<file path="config.mk">
export PLATFORM = sky130hd
export DESIGN_NAME = xmem_mux_bus
export DESIGN_NICKNAME = d
export VERILOG_FILES = /design/src/rtl/xmb_pkg.sv /design/src/rtl/xmb_clkdiv.sv /design/src/rtl/xmb_decode.sv /design/src/rtl/xmb_seq.sv /design/src/rtl/xmem_mux_bus.sv
export SDC_FILE = /design/constraint.sdc
export NUM_CORES = 1
export LEC_CHECK = 0
export ABC_AREA = 1
export CORE_ASPECT_RATIO = 1.4
export CORE_UTILIZATION = 45
export DETAILED_ROUTE_END_ITERATION = 8
export PLACE_DENSITY_LB_ADDON = 0.08
export SETUP_SLACK_MARGIN = 0.15
export SYNTH_ARGS = -nofsm -noshare
export SYNTH_HDL_FRONTEND = slang
export SYNTH_SLANG_ARGS = --single-unit
</file>
<file path="constraint.sdc">
create_clock -name clk -period 1.8 [get_ports clk]
set_input_delay 0.18 -clock clk [delete_from_list [all_inputs] [get_ports clk]]
set_output_delay 0.18 -clock clk [all_outputs]
set_load 0.005 [all_outputs]
</file>
<file path="src/rtl/xmb_pkg.sv">
package xmb_pkg;
  localparam int PH_W = 3;

  typedef enum logic [1:0] {
    ST_IDLE  = 2'd0,
    ST_BUS   = 2'd1,
    ST_IDONE = 2'd2
  } xmb_state_e;

  // Phase indices of one external access (one tick = half oscillator period)
  localparam logic [PH_W-1:0] PH_ALE_END   = 3'd1;
  localparam logic [PH_W-1:0] PH_ADDR_END  = 3'd2;
  localparam logic [PH_W-1:0] PH_STB_FIRST = 3'd3;
  localparam logic [PH_W-1:0] PH_WAIT      = 3'd5;
  localparam logic [PH_W-1:0] PH_CAPTURE   = 3'd6;
  localparam logic [PH_W-1:0] PH_LAST      = 3'd7;
endpackage

</file>
<file path="src/rtl/xmb_clkdiv.sv">
module xmb_clkdiv #(
  parameter int DIV_W = 3
) (
  input  logic clk,
  input  logic rst_n,
  output logic clk_out,
  output logic div_last
);
  logic [DIV_W-1:0] div_q;

  always_ff @(posedge clk) begin
    if (!rst_n) div_q <= '0;
    else        div_q <= div_q + 1'b1;
  end

  // High in the first half of each period
  assign clk_out  = ~div_q[DIV_W-1];
  assign div_last = &div_q;
endmodule

</file>
<file path="src/rtl/xmb_decode.sv">
module xmb_decode #(
  parameter int ADDR_W = 16,
  parameter logic [ADDR_W-1:0] ROM_END = 16'h4000,
  parameter logic [ADDR_W-1:0] IO_LO   = 16'hFFC0,
  parameter logic [ADDR_W-1:0] IO_HI   = 16'hFFF7
) (
  input  logic              rom_internal,
  input  logic [ADDR_W-1:0] addr,
  output logic              int_hit
);
  logic rom_hit, io_hit;

  assign rom_hit = rom_internal && (addr < ROM_END);
  assign io_hit  = (addr >= IO_LO) && (addr <= IO_HI);
  assign int_hit = rom_hit || io_hit;
endmodule

</file>
<file path="src/rtl/xmb_seq.sv">
module xmb_seq
  import xmb_pkg::*;
#(
  parameter int ADDR_W = 16,
  parameter int DATA_W = 8,
  parameter int DIV_W  = 3
) (
  input  logic                     clk,
  input  logic                     rst_n,
  input  logic                     cyc_start,
  input  logic                     int_start,
  input  logic [ADDR_W-1:0]        addr,
  input  logic                     write,
  input  logic [DATA_W-1:0]        wdata,
  input  logic                     wait_n,
  input  logic [DATA_W-1:0]        bus_ad_i,
  output logic                     idle,
  output logic                     ale,
  output logic                     rd_n,
  output logic                     wr_n,
  output logic [DATA_W-1:0]        ad_o,
  output logic                     ad_oe,
  output logic [ADDR_W-DATA_W-1:0] bus_ahi,
  output logic                     ahi_oe,
  output logic                     done,
  output logic                     ext,
  output logic [DATA_W-1:0]        rdata
);
  localparam logic [DIV_W-1:0] STRETCH_RELOAD = {DIV_W{1'b1}};

  xmb_state_e        state;
  logic [PH_W-1:0]   ph;
  logic [DIV_W-1:0]  wcnt;
  logic [ADDR_W-1:0] addr_q;
  logic              wr_q;
  logic [DATA_W-1:0] wdata_q, rdata_q;

  always_ff @(posedge clk) begin
    if (!rst_n) begin
      state   <= ST_IDLE;
      ph      <= '0;
      wcnt    <= '0;
      addr_q  <= '0;
      wr_q    <= 1'b0;
      wdata_q <= '0;
      rdata_q <= '0;
    end else begin
      unique case (state)
        ST_IDLE: begin
          if (cyc_start) begin
            state   <= ST_BUS;
            ph      <= '0;
            wcnt    <= '0;
            addr_q  <= addr;
            wr_q    <= write;
            wdata_q <= wdata;
            rdata_q <= '0;
          end else if (int_start) begin
            state   <= ST_IDONE;
            rdata_q <= '0;
          end
        end
        ST_BUS: begin
          if (ph == PH_CAPTURE && !wr_q) rdata_q <= bus_ad_i;
          if (ph == PH_WAIT && wcnt != '0)      wcnt  <= wcnt - 1'b1;
          else if (ph == PH_WAIT && !wait_n)    wcnt  <= STRETCH_RELOAD;
          else if (ph == PH_LAST)               state <= ST_IDLE;
          else                                  ph    <= ph + 1'b1;
        end
        ST_IDONE: state <= ST_IDLE;
        default:  state <= ST_IDLE;
      endcase
    end
  end

  logic busy, addr_phase, strobe;
  assign busy       = (state == ST_BUS);
  assign addr_phase = busy && (ph <= PH_ADDR_END);
  assign strobe     = busy && (ph >= PH_STB_FIRST) && (ph < PH_LAST);

  assign idle    = (state == ST_IDLE);
  assign ale     = busy && (ph <= PH_ALE_END);
  assign rd_n    = ~(strobe && !wr_q);
  assign wr_n    = ~(strobe && wr_q);
  assign ad_oe   = addr_phase || (busy && wr_q);
  assign ad_o    = addr_phase ? addr_q[DATA_W-1:0] : wdata_q;
  assign ahi_oe  = busy;
  assign bus_ahi = addr_q[ADDR_W-1:DATA_W];
  assign ext     = busy && (ph == PH_LAST);
  assign done    = ext || (state == ST_IDONE);
  assign rdata   = rdata_q;
endmodule

</file>
<file path="src/rtl/xmem_mux_bus.sv">
module xmem_mux_bus #(
  parameter int ADDR_W = 16,
  parameter int DATA_W = 8,
  parameter int DIV_W  = 3,
  parameter logic [ADDR_W-1:0] ROM_END = 16'h4000,
  parameter logic [ADDR_W-1:0] IO_LO   = 16'hFFC0,
  parameter logic [ADDR_W-1:0] IO_HI   = 16'hFFF7
) (
  input  logic                     clk,
  input  logic                     rst_n,
  input  logic                     rom_internal,
  input  logic                     req_valid,
  output logic                     req_ready,
  input  logic [ADDR_W-1:0]        req_addr,
  input  logic                     req_write,
  input  logic [DATA_W-1:0]        req_wdata,
  output logic                     rsp_done,
  output logic                     rsp_ext,
  output logic [DATA_W-1:0]        rsp_rdata,
  output logic [DATA_W-1:0]        ad_o,
  output logic                     ad_oe,
  input  logic [DATA_W-1:0]        bus_ad_i,
  output logic [ADDR_W-DATA_W-1:0] bus_ahi,
  output logic                     ahi_oe,
  output logic                     ale,
  output logic                     rd_n,
  output logic                     wr_n,
  output logic                     clk_out,
  input  logic                     wait_n
);
  logic div_last, int_hit, seq_idle, accept;

  xmb_clkdiv #(.DIV_W(DIV_W)) clkdiv_i (
    .clk(clk), .rst_n(rst_n), .clk_out(clk_out), .div_last(div_last)
  );

  xmb_decode #(.ADDR_W(ADDR_W), .ROM_END(ROM_END), .IO_LO(IO_LO), .IO_HI(IO_HI)) decode_i (
    .rom_internal(rom_internal), .addr(req_addr), .int_hit(int_hit)
  );

  assign req_ready = seq_idle && div_last;
  assign accept    = req_valid && req_ready;

  xmb_seq #(.ADDR_W(ADDR_W), .DATA_W(DATA_W), .DIV_W(DIV_W)) seq_i (
    .clk(clk), .rst_n(rst_n),
    .cyc_start(accept && !int_hit), .int_start(accept && int_hit),
    .addr(req_addr), .write(req_write), .wdata(req_wdata),
    .wait_n(wait_n), .bus_ad_i(bus_ad_i),
    .idle(seq_idle), .ale(ale), .rd_n(rd_n), .wr_n(wr_n),
    .ad_o(ad_o), .ad_oe(ad_oe), .bus_ahi(bus_ahi), .ahi_oe(ahi_oe),
    .done(rsp_done), .ext(rsp_ext), .rdata(rsp_rdata)
  );
endmodule

</file>
==> run_results.csv, run 1 <==
group,metric,value,unit
job,cap_violations,0,
floorplanning,start_util,46.6,%
grt,grt_pass1_vias,2097,
hold_path,min_path_cells,1,
synthesis,ys_ff_latch,44,
timing,relSlewSlack,79.5,%
grt,grt_first_pass_wirelength,9280,um
synthesis,synth_edf_count,0,
critical_path,startpoint_type,"flop",
synthesis,synth_cell_type_count,26,
floorplanning,die-area,4980,sq um
critical_path,ff2ff_path_depth,9,
timing,fmax,0.554,GHz
layout,syn_to_final_growth,58.4,%
detailed_routing,wire_per_inst,13.0,um
placed_design,port_buffers,70,
detailed_routing,vias,2171,
floorplanning,die_width,59.9,um
clocking,worstSkewPairLatency,0.30,ns
synthesis,synth_area,2110,sq um
detailed_routing,first_pass_iters,4,
grt,grt_max_degree,27,
floorplanning,io_pins,71,
clocking,htree_levels,2,
clocking,cts_tree,"built",
clocking,clk_pin_slew,0.09,ns
synthesis,syn_nets,334,
detailed_routing,drc,0,
layout,fin_util,73.8,%
synthesis,yosys_warnings,0,
synthesis,synth_area_leaders,"dfxtp_1 42%, nor2_1 8.7%, o21ai_1 6.6%",
clocking,cts_root_buf,"clkbuf_8",
critical_path,regToRegSetupSlack,0.26,ns
layout,layout-drive-gt1-share,27.0,%
grt,antenna_found_initial,0,
timing,fin_crit,1.80,ns
layout,n_fill_cell,365,
timing,timing.final.max_slew_violations,0,
floorplanning,die_h,83.1,um
layout,multi_input_area,1140,sq um
pwr,p_leak,1.36,nW
detailed_routing,ant_nets,0,
layout,seq_area,888,sq um
critical_path,r2r-start,"seq_i.state[0]",
synthesis,synth_top_area_cell,"dfxtp_1",
critical_path,end_kind,"primary output",
detailed_routing,first_iter_violations,98,
layout,fin_area,3350,sq um
placed_design,dpl.hpwl,3580,um
hold_path,hold_path_class,"flop to flop",
clocking,cts_sinks,44,
detailed_routing,avgViaCountPerCell,4.93,
synthesis,ys_top_cells_by_count,"49 x nor2_1, 44 x dfxtp_1, 30 x inv_1, 29 x nand2_1, 28 x o21ai_1",
layout,antenna_cells,0,
timing,period_share,100,%
critical_path,path_max_fanout,5,
outcome,status,"finished with violations",
timing,fin_skew,0.00654,ns
timing,layout_setup_ws,-0.00353,ns
placed_design,place_ws,-0.0291,ns
synthesis,synth-seq-area-share,41.7,%
clocking,clockBufferDepth,2,
outcome,violations,"negative setup slack",
synthesis,syn_area_per_cell,7.36,sq um
floorplanning,fp-row-count,29,
critical_path,critical_path_class,"flop to primary output",
placed_design,placed_area,2910,sq um
pwr,powerDensity,589,nW/um^2
synthesis,synth_top_area_share,41.7,%
clocking,cts_buffers,5,
timing,tightestPinTransition,0.305,ns
placed_design,gp_congestion,0.782,
hold_path,hold_path_end,"clkdiv_i.div_q[0]",
synthesis,async_reset_ff_share,0,%
grt,grt.total_usage,23.9,%
layout,nNetsFinal,424,
hold_path,worstHoldStart,"clkdiv_i.div_q[0]",
grt,overflow,0,
critical_path,required,1.62,ns
timing,finalSetupViolCount,1,
detailed_routing,wl,5700,um
timing,hold_viol,0,
floorplanning,core_area,4540,sq um
timing,rsz0062_at_grt,"true",
pwr,ir_worst_vdd,0.000637,V
synthesis,synth_cells,287,
critical_path,startpoint,"seq_i.ph[0]",
critical_path,cp.arrival,1.62,ns
synthesis,synth_flop_cell,"dfxtp_1",
timing,worst_hold_slack,0.417,ns
critical_path,timing.rr.end,"seq_i.addr_q[1]",
synthesis,yosysMostFrequentCell,"nor2_1",
==> cells by family (layout without fill, tap and decap cells) <==
family / after synthesis / count (layout) / synth area share, %
AND/OR/NAND/NOR: 113 / 113 / 23.6
AO/OA/AOI/OAI: 67 / 67 / 16.6
buffers and inverters: 54 / 145 / 12.8
flip-flops: 44 / 44 / 41.7
adder cells (fa/ha/maj): 9 / 9 / 5.33
==> critical path, stage by stage (launching register included) <==
cell,delay (ns)
dfxtp_2,0.34
inv_2,0.05
ha_4,0.17
o211ai_4,0.20
buf_6,0.13
buf_6,0.09
buf_12,0.11
nand2_4,0.05
o21ai_2,0.06
buf_2,0.12
==> repair_timing <==
action	CTS	global route
gates cloned	1	0
resized for setup	88	45
hold buffers	0	0
pin swaps	6	9
setup endpoints to repair	31	45
setup buffers	7	7
==> worst max path at each step <==
stage                    to  slack, ns
floorplan             ad_oe       0.22
global route        ad_o[7]      -0.07
global placement    ad_o[0]     -0.006
detailed placement  ad_o[0]      -0.03
CTS                 ad_o[0]       0.03
finish              ad_o[7]     -0.004
==> flip-flops by register name, summed over array words and instances, names as in the netlist <==
register        count
clkdiv_i.div_q      3
seq_i.wcnt          3
seq_i.state         2
seq_i.ph            3
seq_i.wdata_q       8
seq_i.rdata         8
seq_i.wr_q          1
seq_i.addr_q       16
==> power breakdown <==
| part | switching, W | internal [W] | total, W |
|---|---|---|---|
| Clock | 0.000357 | 0.000454 | 0.000811 |
| Combinational | 0.0000686 | 0.000107 | 0.000176 |
| Sequential | 0.00000499 | 0.000981 | 0.000986 |
| Total | 0.000430 | 0.00154 | 0.00197 |
==> cells in the final DEF, fill, tap and decap left out, types with 2 or more instances in the layout <==
cell type	instances
nand2_2	6
nor2_1	47
o21ai_0	5
dlygate4sd2_1	2
clkbuf_2	2
buf_12	2
dfxtp_2	3
dfxtp_1	40
nand3_1	20
ha_1	4
a21oi_1	22
inv_1	26
buf_6	15
buf_4	16
nand2_4	6
buf_2	12
nor2_4	3
clkdlybuf4s50_1	54
o21ai_1	26
nand4_1	2
or2_1	2
o21ai_2	9
clkbuf_8	6
o21a_1	3
nand2_1	20
inv_2	4
ha_4	4
==> cell type report <==
class	count	share of cell area, %
Multi-Input combinational cell	189	34.2
Timing Repair Buffer	104	29.4
Sequential cell	44	26.5
Inverter	33	3.93
Clock buffer	6	2.47
Tap cell	62	2.32
Clock inverter	2	1.16
==> layer usage <==
layer | up-vias | track usage [%] | wire, um
li1 | 1102 | - | -
met1 | 1001 | 27.2 | 2290
met2 | 58 | 41.7 | 3060
met3 | 10 | 5.61 | 249
met4 | 0 | 8.88 | 102
met5 | - | 0 | 0
==> through the flow <==
stage                     setup TNS [ns]  total power, W  cells
after floorplan                        0         0.00106    287
after global placement          -0.00875         0.00117    417
after detailed placement          -0.113         0.00117    417
after CTS                              0         0.00198    433
after global routing              -0.424         0.00205    440
final                           -0.00353         0.00197    440
Power figures use the tool's default switching activity.
==> inputs of run 2 (changes only) <==
CTS_CLUSTER_SIZE = 10   (was not set)
==> results of run 2 <==
Final layout, timing and power as in run 1 (identical DEF).
